### src/rtl/reenc_pkg.sv
package reenc_pkg;

  localparam int VAL_W = 24;
  localparam int PH_W  = 3;

  typedef enum logic [2:0] {
    RATE_1_2 = 3'd0,
    RATE_2_3 = 3'd1,
    RATE_3_4 = 3'd2,
    RATE_5_6 = 3'd3,
    RATE_6_7 = 3'd4,
    RATE_7_8 = 3'd5
  } rate_e;

  function automatic logic [PH_W-1:0] punct_len(input logic [2:0] r);
    case (r)
      RATE_2_3: punct_len = 3'd2;
      RATE_3_4: punct_len = 3'd3;
      RATE_5_6: punct_len = 3'd5;
      RATE_6_7: punct_len = 3'd6;
      RATE_7_8: punct_len = 3'd7;
      default:  punct_len = 3'd1;
    endcase
  endfunction

  // bit k of each mask is phase k; returns {keep_x, keep_y}
  function automatic logic [1:0] punct_keep(input logic [2:0] r, input logic [PH_W-1:0] ph);
    logic [7:0] xm, ym;
    case (r)
      RATE_2_3: begin xm = 8'b0000_0001; ym = 8'b0000_0011; end
      RATE_3_4: begin xm = 8'b0000_0101; ym = 8'b0000_0011; end
      RATE_5_6: begin xm = 8'b0001_0101; ym = 8'b0000_1011; end
      RATE_6_7: begin xm = 8'b0010_1001; ym = 8'b0001_0111; end
      RATE_7_8: begin xm = 8'b0101_0001; ym = 8'b0010_1111; end
      default:  begin xm = 8'b1111_1111; ym = 8'b1111_1111; end
    endcase
    punct_keep = {xm[ph], ym[ph]};
  endfunction

endpackage

### src/rtl/reenc_conv_enc.sv
module reenc_conv_enc
  import reenc_pkg::*;
(
  input  logic       clk,
  input  logic       rst_n,
  input  logic       step,
  input  logic       restart,
  input  logic [2:0] rate,
  input  logic       dbit,
  output logic [1:0] pair,
  output logic [1:0] keep
);

  logic [5:0]      sr_q, sr_d;
  logic [PH_W-1:0] ph_q, ph_d;
  logic [PH_W-1:0] last_ph;

  assign last_ph = punct_len(rate) - 3'd1;
  // sr_q[0] holds d(n-1), sr_q[5] holds d(n-6)
  assign pair[1] = dbit ^ sr_q[0] ^ sr_q[1] ^ sr_q[2] ^ sr_q[5];
  assign pair[0] = dbit ^ sr_q[1] ^ sr_q[2] ^ sr_q[4] ^ sr_q[5];
  assign keep    = punct_keep(rate, ph_q);

  always_comb begin
    sr_d = sr_q;
    ph_d = ph_q;
    if (step) begin
      sr_d = {sr_q[4:0], dbit};
      ph_d = (ph_q >= last_ph) ? '0 : ph_q + 3'd1;
    end
    if (restart) ph_d = '0;
  end

  always_ff @(posedge clk or negedge rst_n) begin
    if (!rst_n) begin
      sr_q <= '0;
      ph_q <= '0;
    end else begin
      sr_q <= sr_d;
      ph_q <= ph_d;
    end
  end

  a_r2_history_shift: assert property (@(posedge clk) disable iff (!rst_n)
    step |=> sr_q[0] == $past(dbit));
  a_r3_phase_wrap: assert property (@(posedge clk) disable iff (!rst_n)
    (step && !restart && ph_q == last_ph) |=> ph_q == '0);
  a_r9_phase_restart: assert property (@(posedge clk) disable iff (!rst_n)
    restart |=> ph_q == '0);

endmodule

### src/rtl/reenc_pair_fifo.sv
module reenc_pair_fifo #(
  parameter int DEPTH = 16
) (
  input  logic       clk,
  input  logic       rst_n,
  input  logic       push,
  input  logic [1:0] din,
  input  logic       pop,
  output logic [1:0] dout,
  output logic       empty
);

  localparam int AW = (DEPTH > 1) ? $clog2(DEPTH) : 1;
  localparam int CW = $clog2(DEPTH + 1);

  logic [1:0]    mem [DEPTH];
  logic [AW-1:0] wp_q, wp_d, rp_q, rp_d;
  logic [CW-1:0] cnt_q, cnt_d;
  logic          full, do_push, do_pop;

  assign empty   = (cnt_q == '0);
  assign full    = (cnt_q == CW'(DEPTH));
  assign do_push = push && !full;
  assign do_pop  = pop && !empty;
  assign dout    = mem[rp_q];

  always_comb begin
    wp_d  = wp_q;
    rp_d  = rp_q;
    cnt_d = cnt_q;
    if (do_push) wp_d = (wp_q == AW'(DEPTH - 1)) ? '0 : wp_q + 1'b1;
    if (do_pop)  rp_d = (rp_q == AW'(DEPTH - 1)) ? '0 : rp_q + 1'b1;
    if (do_push && !do_pop) cnt_d = cnt_q + 1'b1;
    else if (do_pop && !do_push) cnt_d = cnt_q - 1'b1;
  end

  always_ff @(posedge clk or negedge rst_n) begin
    if (!rst_n) begin
      wp_q  <= '0;
      rp_q  <= '0;
      cnt_q <= '0;
    end else begin
      wp_q  <= wp_d;
      rp_q  <= rp_d;
      cnt_q <= cnt_d;
    end
  end

  always_ff @(posedge clk) begin
    if (do_push) mem[wp_q] <= din;
  end

  a_r4_pop_drains: assert property (@(posedge clk) disable iff (!rst_n)
    (pop && !empty && !push) |=> cnt_q == $past(cnt_q) - 1'b1);
  a_r4_depth_bound: assert property (@(posedge clk) disable iff (!rst_n)
    cnt_q <= CW'(DEPTH));

endmodule

### src/rtl/reenc_err_window.sv
module reenc_err_window
  import reenc_pkg::*;
(
  input  logic             clk,
  input  logic             rst_n,
  input  logic             step,
  input  logic             restart,
  input  logic [1:0]       nkeep,
  input  logic [1:0]       nerr,
  input  logic [VAL_W-1:0] period,
  output logic [VAL_W-1:0] result,
  output logic             done
);

  localparam int BW = VAL_W + 2;

  logic [BW-1:0]    bits_q, bits_d, bits_sum;
  logic [VAL_W-1:0] err_q, err_d, err_sat, res_q, res_d;
  logic [VAL_W:0]   err_sum;

  assign bits_sum = bits_q + {{VAL_W{1'b0}}, nkeep};
  assign err_sum  = {1'b0, err_q} + {{(VAL_W-1){1'b0}}, nerr};
  assign err_sat  = err_sum[VAL_W] ? '1 : err_sum[VAL_W-1:0];
  assign done     = step && !restart && (period != '0) && (bits_sum >= {period, 2'b00});
  assign result   = res_q;

  always_comb begin
    bits_d = bits_q;
    err_d  = err_q;
    res_d  = res_q;
    if (restart) begin
      bits_d = '0;
      err_d  = '0;
    end else if (done) begin
      res_d  = err_sat;
      bits_d = '0;
      err_d  = '0;
    end else if (step) begin
      if (period != '0) bits_d = bits_sum;
      err_d = err_sat;
    end
  end

  always_ff @(posedge clk or negedge rst_n) begin
    if (!rst_n) begin
      bits_q <= '0;
      err_q  <= '0;
      res_q  <= '0;
    end else begin
      bits_q <= bits_d;
      err_q  <= err_d;
      res_q  <= res_d;
    end
  end

  a_r6_restart_from_zero: assert property (@(posedge clk) disable iff (!rst_n)
    done |=> (err_q == '0 && bits_q == '0));
  a_r7_result_hold: assert property (@(posedge clk) disable iff (!rst_n)
    !done |=> $stable(res_q));
  a_r5_errors_within_bits: assert property (@(posedge clk) disable iff (!rst_n)
    (period != '0) |-> ({2'b00, err_q} <= bits_q));
  a_r9_restart_clears: assert property (@(posedge clk) disable iff (!rst_n)
    restart |=> bits_q == '0);

endmodule

### src/rtl/reenc_ber_mon.sv
module reenc_ber_mon
  import reenc_pkg::*;
#(
  parameter int FIFO_DEPTH = 16
) (
  input  logic       clk,
  input  logic       rst_n,
  input  logic [2:0] rate_sel,
  input  logic       ch_valid,
  input  logic [1:0] ch_pair,
  input  logic       dec_valid,
  input  logic       dec_bit,
  input  logic       reg_wr,
  input  logic [2:0] reg_addr,
  input  logic [7:0] reg_wdata,
  output logic [7:0] reg_rdata,
  output logic       irq
);

  localparam logic [2:0] A_EN   = 3'd6;
  localparam logic [2:0] A_STAT = 3'd7;

  logic             rs_q1, rs_q2, rst_i;
  logic [VAL_W-1:0] per_q, per_d, result;
  logic             en_q, en_d, stat_q, stat_d;
  logic             per_wr, step, fifo_empty, win_done;
  logic [1:0]       ch_head, enc_pair, keep, diff, nkeep, nerr;

  // reset: asynchronous assert, synchronous release
  always_ff @(posedge clk or negedge rst_n) begin
    if (!rst_n) begin
      rs_q1 <= 1'b0;
      rs_q2 <= 1'b0;
    end else begin
      rs_q1 <= 1'b1;
      rs_q2 <= rs_q1;
    end
  end
  assign rst_i = rs_q2;

  assign per_wr = reg_wr && (reg_addr <= 3'd2);
  assign step   = dec_valid && !fifo_empty;
  assign diff   = keep & (enc_pair ^ ch_head);
  assign nkeep  = {1'b0, keep[1]} + {1'b0, keep[0]};
  assign nerr   = {1'b0, diff[1]} + {1'b0, diff[0]};

  reenc_pair_fifo #(.DEPTH(FIFO_DEPTH)) u_fifo (
    .clk(clk), .rst_n(rst_i), .push(ch_valid), .din(ch_pair),
    .pop(dec_valid), .dout(ch_head), .empty(fifo_empty)
  );

  reenc_conv_enc u_enc (
    .clk(clk), .rst_n(rst_i), .step(step), .restart(per_wr),
    .rate(rate_sel), .dbit(dec_bit), .pair(enc_pair), .keep(keep)
  );

  reenc_err_window u_win (
    .clk(clk), .rst_n(rst_i), .step(step), .restart(per_wr),
    .nkeep(nkeep), .nerr(nerr), .period(per_q), .result(result), .done(win_done)
  );

  always_comb begin
    per_d  = per_q;
    en_d   = en_q;
    stat_d = stat_q;
    if (reg_wr) begin
      case (reg_addr)
        3'd0:    per_d[23:16] = reg_wdata;
        3'd1:    per_d[15:8]  = reg_wdata;
        3'd2:    per_d[7:0]   = reg_wdata;
        A_EN:    en_d         = reg_wdata[2];
        A_STAT:  if (reg_wdata[2]) stat_d = 1'b0;
        default: ;
      endcase
    end
    if (win_done) stat_d = 1'b1;
  end

  always_ff @(posedge clk or negedge rst_i) begin
    if (!rst_i) begin
      per_q  <= '0;
      en_q   <= 1'b0;
      stat_q <= 1'b0;
    end else begin
      per_q  <= per_d;
      en_q   <= en_d;
      stat_q <= stat_d;
    end
  end

  always_comb begin
    case (reg_addr)
      3'd0:    reg_rdata = per_q[23:16];
      3'd1:    reg_rdata = per_q[15:8];
      3'd2:    reg_rdata = per_q[7:0];
      3'd3:    reg_rdata = result[23:16];
      3'd4:    reg_rdata = result[15:8];
      3'd5:    reg_rdata = result[7:0];
      A_EN:    reg_rdata = {5'd0, en_q, 2'd0};
      default: reg_rdata = {5'd0, stat_q, 2'd0};
    endcase
  end

  assign irq = stat_q && en_q;

  a_r8_irq_on_close: assert property (@(posedge clk) disable iff (!rst_i)
    (win_done && en_q && !(reg_wr && reg_addr == A_EN)) |=> irq);
  a_r8_w1c_clears: assert property (@(posedge clk) disable iff (!rst_i)
    (reg_wr && reg_addr == A_STAT && reg_wdata[2] && !win_done) |=> !irq);
  a_r8_status_sticky: assert property (@(posedge clk) disable iff (!rst_i)
    (stat_q && !(reg_wr && reg_addr == A_STAT)) |=> stat_q);

endmodule

### config.mk
export PLATFORM = sky130hd
export DESIGN_NAME = reenc_ber_mon
export DESIGN_NICKNAME = d
export VERILOG_FILES = /design/src/rtl/reenc_pkg.sv /design/src/rtl/reenc_conv_enc.sv /design/src/rtl/reenc_pair_fifo.sv /design/src/rtl/reenc_err_window.sv /design/src/rtl/reenc_ber_mon.sv
export SDC_FILE = /design/constraint.sdc
export NUM_CORES = 1
export LEC_CHECK = 0
export ABC_AREA = 1
export ABC_CLOCK_PERIOD_IN_PS = 6900
export BUFFER_PORTS_ARGS = -buffer_cell sky130_fd_sc_hd__buf_2
export CORE_MARGIN = 2
export CORE_UTILIZATION = 50
export CTS_CLUSTER_SIZE = 12
export DETAILED_ROUTE_END_ITERATION = 16
export PLACE_DENSITY_LB_ADDON = 0.3
export SLEW_MARGIN = 5
export SYNTH_ARGS = -nofsm -noshare
export SYNTH_HDL_FRONTEND = slang
export SYNTH_SLANG_ARGS = --single-unit
### constraint.sdc
create_clock -name clk -period 6.9 [get_ports clk]
set_clock_uncertainty 0.15 [all_clocks]
set_input_delay 1.38 -clock clk [delete_from_list [all_inputs] [get_ports clk]]
set_output_delay 1.38 -clock clk [all_outputs]
set_load 0.02 [all_outputs]
==> impl_metrics.sql <==
INSERT INTO impl_metrics (metric_group, metric, value, unit) VALUES
('grt', 'gr-usage-all-layers', '23.11', '%'),
('hold_path', 'worstHoldEndpoint', 'rs_q2$_DFF_PN0_', ''),
('setup_path', 'worst-path-max-fanout', '49', ''),
('layout', 'post_route_cells_drive_above_1_share', '7.187', '%'),
('power_and_ir_drop', 'vdd_drop_max', '0.1984', 'mV'),
('place', 'placer_s_final_routability_congestion_estimate', '0.9254', ''),
('synthesis', 'synth_enable_flop_cells', '32', ''),
('route', 'detail_route.wl_per_cell', '14.40', 'um'),
('cts', 'worst_skew_pair.late_latency', '0.44', 'ns'),
('synthesis', 'synthTopCellsByArea', 'dfrtp_1 (33%), nand2_1 (18%), edfxtp_1 (10%)', ''),
('synthesis', 'synthesis.instances', '1276', ''),
('power_and_ir_drop', 'power_leakage', '5.277', 'nW'),
('layout', 'layout.filler_cells', '1729', ''),
('synthesis', 'ys_types', '42', ''),
('sta', 'total_count_of_max_transition_violations_in_the_final_report', '0', ''),
('die', 'dieArea', '20040', 'um^2'),
('setup_path', 'timing.rr.start', 'u_enc.ph_q[0]$_DFFE_PN0P_', ''),
('grt', 'antenna_violations_before_repair', '0', ''),
('grt', 'grt_remaining_overflow', '0', ''),
('sta', 'finalCriticalPeriod', '5.627', 'ns'),
('setup_path', 'regToRegEndpoint', 'u_win.result[8]$_DFFE_PN0P_', ''),
('synthesis', 'synth-async-reset-ratio', '79.49', '%'),
('setup_path', 'worst_ep_arrival_time', '5.84', 'ns'),
('route', 'drcViolationCount', '0', ''),
('place', 'post-place-cells', '1510', ''),
('sta', 'finalHoldWorstSlack', '0.2106', 'ns'),
('grt', 'maximum_number_of_pins_on_one_net_before_global_route_repair', '69', ''),
('hold_path', 'hold_start', 'rs_q1$_DFF_PN0_', ''),
('outcome', 'outcome', 'complete, no violations', ''),
('hold_path', 'hold_path_depth', '0', ''),
('place', 'half_perimeter_wire_length_of_the_detailed_placement_result', '15630', 'um'),
('route', 'drt-vias-per-instance', '5.281', ''),
('layout', 'layout-area-overhead-vs-synth', '9.576', '%'),
('synthesis', 'post-synth-top-area-cell', 'dfrtp_1', ''),
('setup_path', 'path_class', 'input port to flip-flop', ''),
('hold_path', 'worst_hold_path_type', 'flip-flop to flip-flop', ''),
('setup_path', 'worst_setup_path_start_kind', 'input port', ''),
('synthesis', 'yosys_warnings', '0', ''),
('synthesis', 'synth_seq_cells', '156', ''),
('grt', 'grt_pass1_vias', '7491', ''),
('sta', 'timing.slew.headroom', '31.76', '%'),
('sta', 'finalHoldViolCount', '0', ''),
('cts', 'cts_setup_buffers', '0', ''),
('synthesis', 'avg_cell_area_syn', '7.414', 'um^2'),
('die', 'dieWidth', '141.6', 'um'),
('power_and_ir_drop', 'power_density', '292.2', 'nW/um^2'),
('die', 'io-pin-count', '31', ''),
('setup_path', 'ff2ff_setup_slack', '2.14', 'ns'),
('synthesis', 'synth_top_cell_area_share', '32.80', '%'),
('route', 'drt_first_iter_violations', '657', ''),
('setup_path', 'rr_worst_depth', '22', ''),
('sta', 'fmaxAchievable', '177.7', 'MHz'),
('die', 'std_cell_rows', '50', ''),
('place', 'dpl_worst_slack', '0.9722', 'ns'),
('cts', 'cts_resized', '0', ''),
('synthesis', 'synthesis.area', '9460', 'um^2'),
('sta', 'timing.final.ws_setup', '1.273', 'ns'),
('sta', 'rsz0062_at_grt', 'no', ''),
('route', 'routed_wl', '22200', 'um'),
('synthesis', 'post-synth-top-count-cell', 'nand2_1', ''),
('cts', 'cts_tree', 'yes', ''),
('grt', 'wire_length_of_the_first_global_routing_pass', '37090', 'um'),
('route', 'ant_nets', '0', ''),
('die', 'die_h', '141.6', 'um'),
('die', 'design.core.area', '18640', 'um^2'),
('cts', 'clock_tree.htree_level_count', '4', ''),
('layout', 'antenna-diode-count', '0', ''),
('cts', 'cts-buffers-inserted', '17', ''),
('die', 'start_util', '50.74', '%'),
('cts', 'clk_slew_on_worst_s_h_paths', '0.07', 'ns'),
('setup_path', 'critical_path.startpoint', 'rate_sel[1]', '');
[cell type report]
class	instances	area, um^2	share of cell area [%]
multi-input cells	952	4711	45.44
well taps	234	292.8	2.824
clock buffers	20	467.9	4.514
clock inverters	12	147.6	1.424
inverters	135	506.7	4.888
flip-flops and latches	156	4068	39.24
repair buffers	33	172.7	1.666
[power by group]
part	internal [W]	leakage [nW]	switching [W]
sequential	0.00106	1.93	0.000122
combinational	0.000296	3.05	0.000560
clock	0.000575	0.298	0.000414
total	0.00193	5.28	0.00110
[state kept, by name, indices dropped and copies added (netlist names)]
| name | flops |
|---|---|
| rs_q1 | 1 |
| u_win.result | 24 |
| rs_q2 | 1 |
| en_q | 1 |
| u_win.err_q | 24 |
| stat_q | 1 |
| per_q | 24 |
| u_fifo.mem | 32 |
| u_win.bits_q | 26 |
| u_fifo.wp_q | 4 |
| u_fifo.cnt_q | 5 |
| u_enc.ph_q | 3 |
| u_enc.sr_q | 6 |
| u_fifo.rp_q | 4 |
[layer usage]
layer | share of wire (%) | up-vias | GRT usage, %
met5 | 0 | - | 0
met4 | 2.0 | 0 | 7.737
met3 | 4.2 | 36 | 3.442
met2 | 46 | 214 | 37.00
met1 | 48 | 3763 | 32.39
li1 | - | 4130 | -
[placed cells by master (no fill, tap or decap), types with 4 or more instances in the layout]
cell and count:
inv_1 128, o22ai_1 12, nand3_1 99, inv_2 6, nor2_2 9, clkbuf_16 18
edfxtp_1 32, xor2_1 25, nor2_1 140, o211ai_1 4, nand4_1 19, ha_1 39
o21ai_0 66, nand3b_1 9, nand2_1 442, a21o_1 4, a21oi_1 40, dfrtp_1 123
buf_2 30, xnor2_1 18, inv_6 4
[worst max-delay path, stage by stage]
cell	delay, ns
buf_2	0.11
o21bai_1	0.20
nand2_1	0.17
nand3_1	0.10
nor2_1	0.04
o21ai_0	0.15
o21ai_0	0.21
fa_1	0.53
nor2_1	0.41
nand2_1	0.19
o21ai_0	0.22
nand2_1	0.07
inv_1	0.11
ha_1	0.25
nand2_1	0.08
nor2_1	0.05
nand2_1	0.09
nor2_1	0.07
a21oi_2	0.15
nand3_2	0.41
nand2_2	0.16
buf_4	0.45
nand2_1	0.13
nand2_1	0.08
[logic make-up (layout without fill, tap and decap cells)]
| logic type | Yosys count | in the layout | synth area share, % |
|---|---|---|---|
| AND/OR/NAND/NOR | 732 | 732 | 32.16 |
| buffers and inverters | 168 | 200 | 7.248 |
| flip-flops | 156 | 156 | 42.96 |
| AO/OA/AOI/OAI | 133 | 133 | 7.698 |
| XOR/XNOR | 43 | 43 | 3.981 |
| adder cells (fa/ha/maj) | 42 | 42 | 5.793 |
| other | 1 | 1 | 0.03964 |
| multiplexers | 1 | 1 | 0.1190 |
[stage by stage]
step / instance area, um^2 / power [W] / utilization, %
after floorplan: 9460 / 0.001843 / -
after global placement: 9751 / 0.002028 / 52.30
after detailed placement: 9751 / 0.002052 / 52.30
after CTS: 10370 / 0.003041 / 55.60
after global routing: 10370 / 0.003247 / 55.60
final: 10370 / 0.003029 / 55.60
[how the worst max path moves through the flow]
| stage | end | slack (ns) | cells past startpoint |
|---|---|---|---|
| global placement | u_win.err_q[6]$_DFFE_PN0P_ | 1.03 | 24 |
| CTS | u_win.result[8]$_DFFE_PN0P_ | 1.40 | 24 |
| finish | u_win.result[8]$_DFFE_PN0P_ | 1.27 | 24 |
| detailed placement | u_win.result[1]$_DFFE_PN0P_ | 0.97 | 24 |
| global route | u_win.result[8]$_DFFE_PN0P_ | 0.93 | 29 |
| floorplan | u_win.result[20]$_DFFE_PN0P_ | 2.14 | 29 |
(Power assumes the default switching activity.)
